[src/rtl/strop_pkg.sv]
package strop_pkg;

  typedef enum logic [2:0] {
    OP_MOVE  = 3'd0,
    OP_CMP   = 3'd1,
    OP_SCAN  = 3'd2,
    OP_LOAD  = 3'd3,
    OP_STORE = 3'd4
  } sop_e;

  typedef enum logic [1:0] {
    RP_NONE     = 2'd0,
    RP_PLAIN    = 2'd1,
    RP_WHILE_EQ = 2'd2,
    RP_WHILE_NE = 2'd3
  } rpt_e;

  typedef enum logic [2:0] {
    ST_IDLE,
    ST_CHECK,
    ST_RD_SRC,
    ST_RD_DST,
    ST_WR_DST,
    ST_STEP,
    ST_DONE
  } st_e;

  // operation reads the source area
  function automatic logic reads_src(sop_e op);
    return (op == OP_MOVE) || (op == OP_CMP) || (op == OP_LOAD);
  endfunction

  // operation touches the destination area
  function automatic logic touches_dst(sop_e op);
    return (op == OP_MOVE) || (op == OP_CMP) || (op == OP_SCAN) || (op == OP_STORE);
  endfunction

  // operation produces a zero flag
  function automatic logic sets_zf(sop_e op);
    return (op == OP_CMP) || (op == OP_SCAN);
  endfunction

endpackage

[src/rtl/strop_agen.sv]
module strop_agen #(
  parameter int SEG_W  = 16,
  parameter int OFF_W  = 16,
  parameter int SHIFT  = 4,
  parameter int ADDR_W = 20
) (
  input  logic [SEG_W-1:0]  seg_i,
  input  logic [OFF_W-1:0]  off_i,
  output logic [ADDR_W-1:0] addr_o
);
  localparam int BASE_W = SEG_W + SHIFT;

  logic [BASE_W-1:0] base;

  assign base   = {seg_i, {SHIFT{1'b0}}};
  assign addr_o = ADDR_W'(base) + ADDR_W'(off_i);
endmodule

[src/rtl/strop_ptr_step.sv]
module strop_ptr_step #(
  parameter int PTR_W = 16
) (
  input  logic [PTR_W-1:0] ptr_i,
  input  logic             en_i,
  input  logic             wide_i,
  input  logic             down_i,
  output logic [PTR_W-1:0] ptr_o
);
  localparam logic [PTR_W-1:0] STEP_B = PTR_W'(1);
  localparam logic [PTR_W-1:0] STEP_W = PTR_W'(2);

  logic [PTR_W-1:0] delta;

  assign delta = wide_i ? STEP_W : STEP_B;

  always_comb begin
    if (!en_i)       ptr_o = ptr_i;
    else if (down_i) ptr_o = ptr_i - delta;
    else             ptr_o = ptr_i + delta;
  end
endmodule

[src/rtl/strop_zcmp.sv]
module strop_zcmp #(
  parameter int DATA_W = 16
) (
  input  logic [DATA_W-1:0] lhs_i,
  input  logic [DATA_W-1:0] rhs_i,
  input  logic              wide_i,
  output logic              zero_o
);
  localparam int HALF = DATA_W / 2;

  function automatic logic diff_is_zero(logic [DATA_W-1:0] a, logic [DATA_W-1:0] b, logic w);
    logic [DATA_W-1:0] d;
    d = a - b;
    return w ? (d == '0) : (d[HALF-1:0] == '0);
  endfunction

  assign zero_o = diff_is_zero(lhs_i, rhs_i, wide_i);
endmodule

[src/rtl/strop_seq.sv]
module strop_seq
  import strop_pkg::*;
#(
  parameter int DATA_W = 16,
  parameter int SEG_W  = 16,
  parameter int SHIFT  = 4,
  parameter int ADDR_W = 20
) (
  input  logic              clk,
  input  logic              rst_n,
  input  logic              start,
  input  logic [2:0]        op_sel,
  input  logic [1:0]        rep_mode,
  input  logic              wide,
  input  logic              dir_down,
  input  logic [SEG_W-1:0]  src_seg,
  input  logic [SEG_W-1:0]  dst_seg,
  input  logic [DATA_W-1:0] src_ptr_in,
  input  logic [DATA_W-1:0] dst_ptr_in,
  input  logic [DATA_W-1:0] count_in,
  input  logic [DATA_W-1:0] acc_in,
  input  logic              zf_in,
  output logic              busy,
  output logic              done,
  output logic [DATA_W-1:0] src_ptr,
  output logic [DATA_W-1:0] dst_ptr,
  output logic [DATA_W-1:0] count,
  output logic [DATA_W-1:0] acc,
  output logic              zf,
  output logic              mem_req,
  output logic              mem_we,
  output logic              mem_wide,
  output logic [ADDR_W-1:0] mem_addr,
  output logic [DATA_W-1:0] mem_wdata,
  input  logic [DATA_W-1:0] mem_rdata,
  input  logic              mem_ready
);
  localparam int BYTE_W = DATA_W / 2;
  localparam int N_PTR  = 2;

  st_e               st_q, st_nxt;
  sop_e              op_q;
  rpt_e              rp_q;
  logic              wide_q, dir_q, zf_q;
  logic [SEG_W-1:0]  sseg_q, dseg_q;
  logic [DATA_W-1:0] si_q, di_q, cx_q, acc_q, tmp_q;

  // named internal events
  logic              elem_done;
  logic              cx_exhausted;
  logic              stop_now;
  logic              xfer;
  logic              cmp_zero;
  logic [DATA_W-1:0] cx_after;
  logic [DATA_W-1:0] rd_val;
  logic [DATA_W-1:0] wr_src;
  logic [ADDR_W-1:0] addr_src, addr_dst;

  // pointer steppers: index 0 source, 1 destination
  logic [DATA_W-1:0] ptr_cur [N_PTR];
  logic [DATA_W-1:0] ptr_nxt [N_PTR];
  logic              ptr_en  [N_PTR];

  assign ptr_cur[0] = si_q;
  assign ptr_cur[1] = di_q;
  assign ptr_en[0]  = reads_src(op_q);
  assign ptr_en[1]  = touches_dst(op_q);

  for (genvar g = 0; g < N_PTR; g++) begin : g_step
    strop_ptr_step #(.PTR_W(DATA_W)) u_step (
      .ptr_i  (ptr_cur[g]),
      .en_i   (ptr_en[g]),
      .wide_i (wide_q),
      .down_i (dir_q),
      .ptr_o  (ptr_nxt[g])
    );
  end

  strop_agen #(.SEG_W(SEG_W), .OFF_W(DATA_W), .SHIFT(SHIFT), .ADDR_W(ADDR_W)) u_agen_src (
    .seg_i  (sseg_q),
    .off_i  (si_q),
    .addr_o (addr_src)
  );

  strop_agen #(.SEG_W(SEG_W), .OFF_W(DATA_W), .SHIFT(SHIFT), .ADDR_W(ADDR_W)) u_agen_dst (
    .seg_i  (dseg_q),
    .off_i  (di_q),
    .addr_o (addr_dst)
  );

  strop_zcmp #(.DATA_W(DATA_W)) u_zcmp (
    .lhs_i  ((op_q == OP_CMP) ? tmp_q : acc_q),
    .rhs_i  (mem_rdata),
    .wide_i (wide_q),
    .zero_o (cmp_zero)
  );

  assign rd_val       = wide_q ? mem_rdata : {{(DATA_W-BYTE_W){1'b0}}, mem_rdata[BYTE_W-1:0]};
  assign elem_done    = (st_q == ST_STEP);
  assign cx_exhausted = (rp_q != RP_NONE) && (cx_q == '0);
  assign cx_after     = (rp_q != RP_NONE) ? cx_q - DATA_W'(1) : cx_q;
  assign stop_now     = (rp_q == RP_NONE) || (cx_after == '0) ||
                        (sets_zf(op_q) && (((rp_q == RP_WHILE_EQ) && !zf_q) ||
                                           ((rp_q == RP_WHILE_NE) && zf_q)));

  // memory port
  assign mem_req   = (st_q == ST_RD_SRC) || (st_q == ST_RD_DST) || (st_q == ST_WR_DST);
  assign mem_we    = (st_q == ST_WR_DST);
  assign mem_wide  = wide_q;
  assign mem_addr  = (st_q == ST_RD_SRC) ? addr_src : addr_dst;
  assign wr_src    = (op_q == OP_MOVE) ? tmp_q : acc_q;
  assign mem_wdata = wide_q ? wr_src : {{(DATA_W-BYTE_W){1'b0}}, wr_src[BYTE_W-1:0]};
  assign xfer      = mem_req && mem_ready;

  // next state
  always_comb begin
    st_nxt = st_q;
    unique case (st_q)
      ST_IDLE:   if (start) st_nxt = ST_CHECK;
      ST_CHECK: begin
        if (cx_exhausted) st_nxt = ST_DONE;
        else begin
          case (op_q)
            OP_MOVE, OP_CMP, OP_LOAD: st_nxt = ST_RD_SRC;
            OP_SCAN:                  st_nxt = ST_RD_DST;
            OP_STORE:                 st_nxt = ST_WR_DST;
            default:                  st_nxt = ST_DONE;
          endcase
        end
      end
      ST_RD_SRC: if (mem_ready) st_nxt = (op_q == OP_LOAD) ? ST_STEP :
                                         (op_q == OP_MOVE) ? ST_WR_DST : ST_RD_DST;
      ST_RD_DST: if (mem_ready) st_nxt = ST_STEP;
      ST_WR_DST: if (mem_ready) st_nxt = ST_STEP;
      ST_STEP:   st_nxt = stop_now ? ST_DONE : ST_CHECK;
      ST_DONE:   st_nxt = ST_IDLE;
      default:   st_nxt = ST_IDLE;
    endcase
  end

  // state and working registers
  always_ff @(posedge clk or negedge rst_n) begin
    if (!rst_n) begin
      st_q   <= ST_IDLE;
      op_q   <= OP_MOVE;
      rp_q   <= RP_NONE;
      wide_q <= 1'b0;
      dir_q  <= 1'b0;
      zf_q   <= 1'b0;
      sseg_q <= '0;
      dseg_q <= '0;
      si_q   <= '0;
      di_q   <= '0;
      cx_q   <= '0;
      acc_q  <= '0;
      tmp_q  <= '0;
    end else begin
      st_q <= st_nxt;
      if ((st_q == ST_IDLE) && start) begin
        op_q   <= sop_e'(op_sel);
        rp_q   <= rpt_e'(rep_mode);
        wide_q <= wide;
        dir_q  <= dir_down;
        sseg_q <= src_seg;
        dseg_q <= dst_seg;
        si_q   <= src_ptr_in;
        di_q   <= dst_ptr_in;
        cx_q   <= count_in;
        acc_q  <= acc_in;
        zf_q   <= zf_in;
      end
      if ((st_q == ST_RD_SRC) && mem_ready) begin
        tmp_q <= rd_val;
        if (op_q == OP_LOAD)
          acc_q <= wide_q ? mem_rdata : {acc_q[DATA_W-1:BYTE_W], mem_rdata[BYTE_W-1:0]};
      end
      if ((st_q == ST_RD_DST) && mem_ready) zf_q <= cmp_zero;
      if (elem_done) begin
        si_q <= ptr_nxt[0];
        di_q <= ptr_nxt[1];
        cx_q <= cx_after;
      end
    end
  end

  assign busy    = (st_q != ST_IDLE);
  assign done    = (st_q == ST_DONE);
  assign src_ptr = si_q;
  assign dst_ptr = di_q;
  assign count   = cx_q;
  assign acc     = acc_q;
  assign zf      = zf_q;

  // assertions
  AST_REQ_HELD: assert property (@(posedge clk) disable iff (!rst_n)
    (mem_req && !mem_ready) |=> (mem_req && $stable(mem_addr) && $stable(mem_we) && $stable(mem_wdata)));
  AST_WRITE_KIND: assert property (@(posedge clk) disable iff (!rst_n)
    (xfer && mem_we) |-> ((op_q == OP_MOVE) || (op_q == OP_STORE)));
  AST_CX_DECR: assert property (@(posedge clk) disable iff (!rst_n)
    (elem_done && (rp_q != RP_NONE)) |=> (cx_q == $past(cx_q) - DATA_W'(1)));
  AST_ONCE_CX_KEPT: assert property (@(posedge clk) disable iff (!rst_n)
    (busy && (rp_q == RP_NONE)) |=> $stable(cx_q));
  AST_ZERO_SKIP: assert property (@(posedge clk) disable iff (!rst_n)
    ((st_q == ST_CHECK) && cx_exhausted) |=> (done && !mem_req));
  AST_ZF_KEPT: assert property (@(posedge clk) disable iff (!rst_n)
    (busy && !sets_zf(op_q)) |=> $stable(zf_q));
  AST_SRC_STEP: assert property (@(posedge clk) disable iff (!rst_n)
    (elem_done && reads_src(op_q)) |=>
      ((dir_q ? ($past(si_q) - si_q) : (si_q - $past(si_q))) == (wide_q ? DATA_W'(2) : DATA_W'(1))));
  AST_DONE_PULSE: assert property (@(posedge clk) disable iff (!rst_n)
    done |=> !done);
endmodule

[config.mk]
export PLATFORM = sky130hd
export DESIGN_NAME = strop_seq
export DESIGN_NICKNAME = d
export VERILOG_FILES = /design/src/rtl/strop_pkg.sv /design/src/rtl/strop_agen.sv /design/src/rtl/strop_ptr_step.sv /design/src/rtl/strop_zcmp.sv /design/src/rtl/strop_seq.sv
export SDC_FILE = /design/constraint.sdc
export NUM_CORES = 1
export LEC_CHECK = 0
export ABC_AREA = 1
export CORE_UTILIZATION = 50
export DETAILED_ROUTE_END_ITERATION = 10
export DONT_BUFFER_PORTS = 1
export GPL_ROUTABILITY_DRIVEN = 0
export HOLD_SLACK_MARGIN = 0.1
export MAX_ROUTING_LAYER = met4
export PLACE_DENSITY = 0.73
export SYNTH_ARGS = -nofsm -noshare
export SYNTH_HDL_FRONTEND = slang
export SYNTH_SLANG_ARGS = --single-unit
[constraint.sdc]
create_clock -name clk -period 7.2 [get_ports clk]
set_input_delay 1.08 -clock clk [delete_from_list [all_inputs] [get_ports clk]]
set_output_delay 1.08 -clock clk [all_outputs]
set_load 0.01 [all_outputs]
Word level (Yosys, flattened, before mapping)
Cells that the tools add are included.
{"block": "totals", "reg_bits": 123, "word_cells": 107}
{"block": "op_classes", "n_addsub": 8, "eq_ne": 18, "n_mux": 33, "n_reduce_logical": 34}
{"cell": "$mux W16", "count": 19}
{"cell": "$logic_not A16 Y1", "count": 3}
{"cell": "$sub A16 B16 Y16", "count": 3}
{"cell": "$add A20 B16 Y20", "count": 2}
{"cell": "$add A16 B16 Y16", "count": 2}
{"cell": "$mux W3", "count": 7}
{"cell": "$mux W20", "count": 1}
{"cell": "$sub A16 B1 Y16 const B", "count": 1}
{"cell": "$pmux W3 S5", "count": 1}
{"cell": "$eq A3 B2 Y1 const B", "count": 4}
{"cell": "$eq A3 B3 Y1 const B", "count": 4}
{"cell": "$logic_or A1 B1 Y1", "count": 10}
{"cell": "$pmux W3 S3", "count": 1}
{"cell": "$logic_not A8 Y1", "count": 1}
{"cell": "$logic_and A1 B1 Y1", "count": 7}
{"cell": "$eq A3 B1 Y1 const B", "count": 2}
{"cell": "$logic_not A3 Y1", "count": 2}
{"cell": "$ne A2 B1 Y1 const B", "count": 3}
{"cell": "$reduce_bool A2 Y1", "count": 3}
{"cell": "$eq A2 B2 Y1 const B", "count": 2}
{"cell": "$ne A2 B2 Y1 const B", "count": 2}
{"cell": "$reduce_and A2 Y1", "count": 2}
{"cell": "$mux W1", "count": 3}
{"cell": "$ne A3 B3 Y1 const B", "count": 1}
{"cell": "other kinds (7)", "count": 7}

Depth between registers and ports, before layout
Gate-level depths: netlist (run 1).
{"block": "logic_depth", "ltp_word": 7, "depth_mapped": 21, "depth_no_buf": 19}

Hierarchy
Synthesis (run 1) repeated with hierarchy kept, for this count alone.
{"block": "hier_totals", "cells_unflattened": 1958, "area_unflattened_um2": 11637.4}
{"mod": "strop_seq", "instances": 1, "cells_each": 919, "area_each_um2": 6513.7, "seq_area_each_um2": 3078.0}
{"mod": "strop_ptr_step", "instances": 2, "cells_each": 235, "area_each_um2": 1138.6, "seq_area_each_um2": 0.0}
{"mod": "strop_agen", "instances": 2, "cells_each": 168, "area_each_um2": 862.1, "seq_area_each_um2": 0.0}
{"mod": "strop_zcmp", "instances": 1, "cells_each": 233, "area_each_um2": 1122.3, "seq_area_each_um2": 0.0}

Worst setup path before layout (run 1)
Ideal clock, no wire load.
{"block": "synth_timing", "path_type": "register to output", "start": "register si_q[4] (netlist: src_ptr[4])", "end": "output port mem_addr[14]", "arrival_time_ns": 2.126, "setup_slack_ns": 3.994, "path_stages_with_launch": 15, "n_path_buf": 0, "path_cell_list": "dfrtp_1 ha_1 inv_1 fa_1 inv_1 nand3_1 nand2_1 inv_1 nor2_1 nor2_1 o21ai_0 a21oi_1 o21ai_0 a21oi_1 nor2_1"}
{"block": "synth_via", "elab_chain_len": 2}
{"element": "start, declared", "line": "strop_seq.sv:46", "rtl": "logic [DATA_W-1:0] si_q, di_q, cx_q, acc_q, tmp_q;"}
{"element": "start signal, assigned", "line": "strop_seq.sv:166", "rtl": "si_q <= src_ptr_in;"}
{"element": "start signal, assigned", "line": "strop_seq.sv:179", "rtl": "si_q <= ptr_nxt[0];"}
{"element": "$add A20 B16 Y20", "line": "strop_agen.sv:16", "rtl": "assign addr_o = ADDR_W'(base) + ADDR_W'(off_i);"}
{"element": "$mux W20", "line": "strop_seq.sv:110", "rtl": "assign mem_addr = (st_q == ST_RD_SRC) ? addr_src : addr_dst;"}
{"element": "end, declared", "line": "strop_seq.sv:33", "rtl": "output logic [ADDR_W-1:0] mem_addr,"}
Every way passes these cells.

Worst setup path in the final report (run 1)
{"block": "layout_timing", "start": "register si_q[6] (netlist: src_ptr[6])", "end": "output port mem_addr[13]"}
Same word-level chain as after synthesis.

==> results of run 1 <==
## synth_stat cells (2+ instances only)
library cell                instances
sky130_fd_sc_hd__nand2_1          435
sky130_fd_sc_hd__inv_1            159
sky130_fd_sc_hd__o21ai_0          155
sky130_fd_sc_hd__dfrtp_1          123
sky130_fd_sc_hd__a21oi_1          111
sky130_fd_sc_hd__nor2_1           106
sky130_fd_sc_hd__nand3_1           73
sky130_fd_sc_hd__ha_1              70
sky130_fd_sc_hd__clkbuf_1          28
sky130_fd_sc_hd__xor2_1            22
sky130_fd_sc_hd__o211ai_1          19
sky130_fd_sc_hd__nand4_1           17
sky130_fd_sc_hd__nor3_1            14
sky130_fd_sc_hd__o21bai_1          14
sky130_fd_sc_hd__xnor2_1           14
sky130_fd_sc_hd__buf_2             13
sky130_fd_sc_hd__o21a_1            11
sky130_fd_sc_hd__a21o_1             9
sky130_fd_sc_hd__a31oi_1            9
sky130_fd_sc_hd__inv_2              8
sky130_fd_sc_hd__o21ai_1            6
sky130_fd_sc_hd__o221ai_1           6
sky130_fd_sc_hd__a32o_1             5
sky130_fd_sc_hd__a21boi_0           4
sky130_fd_sc_hd__fa_1               4
sky130_fd_sc_hd__buf_6              3
sky130_fd_sc_hd__o2111ai_1          3
sky130_fd_sc_hd__o22ai_1            3
sky130_fd_sc_hd__o31ai_1            3
sky130_fd_sc_hd__buf_1              2
sky130_fd_sc_hd__nand2_2            2
sky130_fd_sc_hd__nor3_4             2
sky130_fd_sc_hd__or2_2              2
## final timing paths
| check | from | endpoint | cells after the start |
|---|---|---|---|
| worst max register to register | op_q[2] | zf | 17 |
| min in group clk | dseg_q[4] | dseg_q[4] | 2 |
| worst min register to register | dseg_q[4] | dseg_q[4] | 2 |
| max in group asynchronous | rst_n | dseg_q[14] | 0 |
| worst min-delay path | rst_n | src_ptr[9] | 0 |
| worst max-delay path | src_ptr[6] | mem_addr[13] | 11 |
## registers in the layout (all words and copies together) (netlist names), 2 cells and up
name     cells
dseg_q      16
src_ptr     16
count       16
acc         16
st_q         3
rp_q         2
op_q         3
tmp_q       16
dst_ptr     16
sseg_q      16
## metrics by stage
stage,utilization,cells
global route,0.551,1726
detailed placement,0.519,1692
finish,0.551,1726
floorplan,-,1468
CTS,0.551,1724
global placement,0.519,1692
## routing by layer
metal,vias to the layer above,GRT usage,share of wire
met5,-,-,0
met4,0,0.127,0.036
met3,71,0.0825,0.083
met2,383,0.479,0.46
met1,4523,0.365,0.43
li1,4850,-,-
## cell families after synthesis
kind of cell,share of synthesized area
buf+inv,0.0846
xor+xnor,0.0317
flops,0.309
fa+ha+maj,0.0961
mux,0.00101
simple gates,0.271
compound gates,0.206
## cells in the final DEF (no fill, tap or decap), types with 17 or more instances in the layout
| cell | synthesis | routed |
|---|---|---|
| sky130_fd_sc_hd__nor2_1 | 106 | 106 |
| sky130_fd_sc_hd__o21ai_0 | 155 | 155 |
| sky130_fd_sc_hd__nand2_1 | 435 | 435 |
| sky130_fd_sc_hd__dfrtp_1 | 123 | 123 |
| sky130_fd_sc_hd__nand3_1 | 73 | 73 |
| sky130_fd_sc_hd__inv_1 | 159 | 158 |
| sky130_fd_sc_hd__ha_1 | 70 | 70 |
| sky130_fd_sc_hd__a21oi_1 | 111 | 111 |
| sky130_fd_sc_hd__xor2_1 | 22 | 22 |
| sky130_fd_sc_hd__clkbuf_16 | 0 | 17 |
| sky130_fd_sc_hd__nand4_1 | 17 | 17 |
| sky130_fd_sc_hd__o211ai_1 | 19 | 19 |
## cell type report
class / instances / area [µm²] / area share
clock buffer: 20 / 457 / 0.0426
inverter: 168 / 631 / 0.0588
antenna: 2 / 5.00 / 0.000466
tap: 265 / 332 / 0.0309
sequential: 123 / 3080 / 0.287
clock inverter: 12 / 163 / 0.0152
timing repair buffer: 5 / 37.5 / 0.00350
multi-input combinational: 1131 / 6030 / 0.562
## power breakdown
group          internal, W  total (W)  switching, W
Sequential         0.00103    0.00153      0.000506
Clock             0.000567   0.000927      0.000359
Combinational      0.00133    0.00383       0.00250
==> results.sh, run 1 <==
export IMPL_run_status="complete, no violations"
export IMPL_fin_crit_sh=0.561
export IMPL_routed_via_density=5.69
export IMPL_grt_first_pass_wirelength_mm=47.0
export IMPL_placement_cell_area_mm2=0.0101
export IMPL_finalWirelength_mm=29.6
export IMPL_critical_path_max_stage_delay_ns=0.46
export IMPL_cts_max_path_buffers=2
export IMPL_cp_data_arrival_time_ns=2.96
export IMPL_final_hold_worst_slack_ns=0.341
export IMPL_floorplan_initialDensity=0.511
export IMPL_final_area_mm2=0.0107
export IMPL_clk_transition_reported_paths_ns=0.06
export IMPL_vias_in_the_first_global_route=9301
export IMPL_ir_drop_uv=235
export IMPL_route_detailed_drc=0
export IMPL_yosys_most_used_dff="sky130_fd_sc_hd__dfrtp_1"
export IMPL_antenna_found_initial=2
export IMPL_placementRows=51
export IMPL_asyncSetResetFlopFracSynth=1.00
export IMPL_critical_path_n_buffers_inverters=3
export IMPL_nets=1644
export IMPL_unrepaired_setup_endpoints_after_global_routing="false"
export IMPL_synth_area_top_cells="sky130_fd_sc_hd__dfrtp_1 31%, sky130_fd_sc_hd__nand2_1 16%, sky130_fd_sc_hd__ha_1 8.8%"
export IMPL_cts_repair_resize_count=0
export IMPL_avgSynthCellArea_um2=6.78
export IMPL_i_o_buffers=0
export IMPL_clock_sinks=123
export IMPL_gr_total_overflow=0
export IMPL_filler_cell_count=1929
export IMPL_synth_edff_count=0
export IMPL_yosys_register_bits=123
export IMPL_setup_viol_count_final=0
export IMPL_post_cts_setup_buffer_count=0
export IMPL_synth_net_count=1666
export IMPL_endpoint_kind="output pin"
export IMPL_worst_hold_path_type="in2async"
export IMPL_timing_slew_headroom=0.381
export IMPL_report_power_total_w=0.00629
export IMPL_final_critical_path_setup_slack_ns=3.16
export IMPL_ys_warn_count=0
export IMPL_timing_critical_path_slowest_stage_cell="sky130_fd_sc_hd__dfrtp_1"
export IMPL_yosys_area_top_type_share=0.309
export IMPL_drtPass1Iterations=5
export IMPL_finalHoldViolations=0
export IMPL_dp_worst_setup_slack_ns=3.67
export IMPL_post_route_cells_drive_above_1_share=0.0370
export IMPL_inserted_clock_buffers=17
export IMPL_max_cap_violations=0
export IMPL_via_count=9827
export IMPL_post_detailed_route_wirelength_per_cell_um=17.2
export IMPL_rrSetupSlack_ns=3.78
export IMPL_htree_levels=4
export IMPL_clock_root_buffer="sky130_fd_sc_hd__clkbuf_16"
export IMPL_cpLargestDelayFamily="compound AO/OA/AOI/OAI gates"
export IMPL_cts_tree="done"
export IMPL_yosys_cell_types_count=46
export IMPL_yosysTopAreaCell="sky130_fd_sc_hd__dfrtp_1"
export IMPL_ctsHoldBuffers=0
export IMPL_postSynthCellCount=1468
export IMPL_grt_use_total=0.304
export IMPL_yosysSeqAreaShare=0.309
export IMPL_tightestPinTransition_ns=0.926
export IMPL_fmax_mhz=248
export IMPL_slew_viol_final=0
export IMPL_die_height_um=143
export IMPL_critical_path_required_ns=6.12
export IMPL_crit_path_cell_trace="ha_1, nand3_1, nand2_1, inv_1, o21ai_0, inv_1, o21ai_0, inv_1, o21ai_0, nor2_1, o21ai_0"
export IMPL_crit_type="reg2out"
export IMPL_finalClockSkew_ns=0.0129
export IMPL_critical_path_top_cell_by_count="sky130_fd_sc_hd__o21ai_0"
export IMPL_fp_dieArea_mm2=0.0205
export IMPL_floorplan_core_area_mm2=0.0195
export IMPL_layout_min_cycle_time_ns=4.04
export IMPL_grt_max_degree=124
export IMPL_setup_tns_final_ns=0
export IMPL_detail_route_antenna_nets=0
export IMPL_worst_setup_path_start_kind="flip-flop"
export IMPL_fp_dieW_um=143
export IMPL_power_density_mw_per_mm2=586
export IMPL_hpwlAfterDp_mm=21.9
export IMPL_worst_skew_pair_late_latency_ns=0.43
export IMPL_ioPinCount=230
export IMPL_power_static_leakage_nw=5.41
export IMPL_drt_iter0_drc=647
export IMPL_timing_critical_path_fanout_max=4
export IMPL_syn_cell_area_mm2=0.00995
export IMPL_syn2layout_area_growth_pct=7.86
Power figures use the tool's default switching activity.
==> inputs of run 2 (changes only) <==
--- a/config.mk
+++ b/config.mk
@@ -12,7 +12,7 @@
 export GPL_ROUTABILITY_DRIVEN = 0
 export HOLD_SLACK_MARGIN = 0.1
 export MAX_ROUTING_LAYER = met4
-export PLACE_DENSITY = 0.73
+export PLACE_DENSITY = 0.76
 export SYNTH_ARGS = -nofsm -noshare
 export SYNTH_HDL_FRONTEND = slang
 export SYNTH_SLANG_ARGS = --single-unit
==> constraint.sdc (replaced) <==
create_clock -name clk -period 3.3 [get_ports clk]
set_input_delay 0.495 -clock clk [delete_from_list [all_inputs] [get_ports clk]]
set_output_delay 0.495 -clock clk [all_outputs]
set_load 0.01 [all_outputs]
==> run 2 against run 1 <==
The run now ends with negative hold slack left. Flip-flop and latch count did not move. Power increased by 120%. Combinational power grew 120%. Cell area grew 1.0%. Clock power is 120% higher. Worst hold slack worse by 0.57 ns. Sequential power grew 110%. Critical path type unchanged.
==> results.sh, run 2 (synthesis results as in run 1) <==
export IMPL_critical_path_required_ns=2.80
export IMPL_vias_in_the_first_global_route=9518
export IMPL_cts_tree="done"
export IMPL_drt_iter0_drc=699
export IMPL_finalClockSkew_ns=0.0115
export IMPL_max_cap_violations=0
export IMPL_clock_root_buffer="sky130_fd_sc_hd__clkbuf_16"
export IMPL_setup_viol_count_final=0
export IMPL_endpoint_kind="output pin"
export IMPL_htree_levels=4
export IMPL_via_count=9835
export IMPL_crit_type="reg2out"
export IMPL_cts_max_path_buffers=2
export IMPL_worst_skew_pair_late_latency_ns=0.43
export IMPL_finalHoldViolations=123
export IMPL_drtPass1Iterations=5
export IMPL_floorplan_initialDensity=0.511
export IMPL_fin_util=0.557
export IMPL_hpwlAfterDp_mm=21.7
export IMPL_fin_crit_sh=0.936
export IMPL_grt_first_pass_wirelength_mm=47.8
export IMPL_detail_route_antenna_nets=0
export IMPL_setup_tns_final_ns=0
export IMPL_timing_critical_path_slowest_stage_cell="sky130_fd_sc_hd__dfrtp_2"
export IMPL_placementRows=51
export IMPL_worst_setup_path_start_kind="flip-flop"
export IMPL_ioPinCount=230
export IMPL_clock_sinks=123
export IMPL_critical_path_max_stage_delay_ns=0.44
export IMPL_grt_use_total=0.309
export IMPL_critical_path_top_cell_by_count="sky130_fd_sc_hd__inv_1"
export IMPL_run_status="complete, but fails checks"
export IMPL_nets=1652
export IMPL_filler_cell_count=1849
export IMPL_final_hold_worst_slack_ns=-0.232
export IMPL_i_o_buffers=0
export IMPL_routed_via_density=5.68
export IMPL_crit_path_cell_trace="ha_4, inv_1, fa_2, inv_1, nand3_1, nand2_2, inv_1, nor2_2, nor2_1, o21ai_2, a21oi_2, o21ai_1, a21oi_1, nor2_2"
export IMPL_clk_transition_reported_paths_ns=0.06
export IMPL_timing_critical_path_fanout_max=4
export IMPL_tightestPinTransition_ns=0.853
export IMPL_grt_max_degree=124
export IMPL_multi_input_comb_area_mm2=0.00606
export IMPL_layout_min_cycle_time_ns=3.09
export IMPL_post_route_cells_drive_above_1_share=0.0504
export IMPL_ir_drop_uv=591
export IMPL_die_height_um=143
export IMPL_reg2reg_from="op_q[2]"
export IMPL_gr_total_overflow=0
export IMPL_failed_checks="negative hold slack"
export IMPL_numPlacedInstances=1699
export IMPL_post_detailed_route_wirelength_per_cell_um=17.0
export IMPL_final_instance_count_excl_fill=1733
export IMPL_power_static_leakage_nw=5.45
export IMPL_cp_data_arrival_time_ns=2.59
export IMPL_regArea_mm2=0.00308
export IMPL_timing_slew_headroom=0.431
export IMPL_power_density_mw_per_mm2=1280
export IMPL_fmax_mhz=324
export IMPL_route_detailed_drc=0
export IMPL_syn2layout_area_growth_pct=8.97
export IMPL_floorplan_core_area_mm2=0.0195
export IMPL_inserted_clock_buffers=17
export IMPL_worstSetupStartpoint="src_ptr[4]"
export IMPL_worst_hold_path_type="in2async"
export IMPL_fp_dieW_um=143
export IMPL_fp_dieArea_mm2=0.0205
export IMPL_layout_common_cells="434 x sky130_fd_sc_hd__nand2_1, 158 x sky130_fd_sc_hd__inv_1, 148 x sky130_fd_sc_hd__o21ai_0, 120 x sky130_fd_sc_hd__dfrtp_1, 110 x sky130_fd_sc_hd__a21oi_1"
export IMPL_finalWirelength_mm=29.5
export IMPL_antenna_found_initial=1
export IMPL_layout_commonest_cell="sky130_fd_sc_hd__nand2_1"
export IMPL_slew_viol_final=0
-- run 2: cell count changes in the layout (fill, tap and decap cells not counted), moves of 3 or more --
cell and change:
sky130_fd_sc_hd__buf_4 +8, sky130_fd_sc_hd__o21ai_0 -7, sky130_fd_sc_hd__o21ai_1 +5, sky130_fd_sc_hd__dfrtp_1 -3, sky130_fd_sc_hd__dfrtp_2 +3
-- run 2: timing repair --
action	CTS	global route
cloned	0	0
endpoints found under the hold margin	123	123
setup endpoints to repair	2	5
gates resized for setup	3	16
pin swaps	0	3
setup buffers	0	1
-- run 2: final cells by class --
cell class	count	share of cell area
Antenna cell	1	0.000231
Clock buffer	18	0.0405
Sequential cell	123	0.284
Tap cell	265	0.0306
Multi-Input combinational cell	1131	0.559
Inverter	168	0.0582
Timing Repair Buffer	13	0.00900
Clock inverter	14	0.0180
-- run 2: per-layer routing --
metal / global-route usage / part of all wire / vias up
li1: - / - / 4849
met1: 0.357 / 0.41 / 4525
met2: 0.495 / 0.46 / 393
met3: 0.0973 / 0.095 / 68
met4: 0.128 / 0.029 / 0
met5: - / 0 / -
-- run 2: path summary, 6_finish.rpt --
path                            cells past startpoint            to  slack, ns
worst max register to register                     19            zf       0.52
worst min register to register                      2     dseg_q[8]       0.48
worst min-delay path                                0    src_ptr[8]      -0.23
min in group clk                                    2    dseg_q[10]       0.19
max in group asynchronous                           0        acc[4]       3.35
worst max-delay path                               14  mem_addr[14]       0.21
-- run 2: report_power, final --
group	internal (W)	switching, W	total (W)
Clock	0.00129	0.000756	0.00204
Sequential	0.00224	0.00103	0.00328
Combinational	0.00299	0.00560	0.00860
-- run 2: critical path, delay by kind of cell (launching register included) --
kind,cells,cell delay (ns)
adder cells (fa/ha/maj),2,0.51
flip-flops,1,0.44
buffers and inverters,3,0.17
AO/OA/AOI/OAI,4,0.51
AND/OR/NAND/NOR,5,0.53
-- run 2: stage by stage --
step	setup slack, ns	cell area (µm²)	power (W)
5_1_grt	-0.0254	10800	0.0153
6_report	0.213	10800	0.0139
2_1_floorplan	0.679	9950	0.00963
4_1_cts	0.0331	10800	0.0138
3_5_place_dp	0.381	10200	0.0116
3_3_place_gp	0.418	10200	0.0114
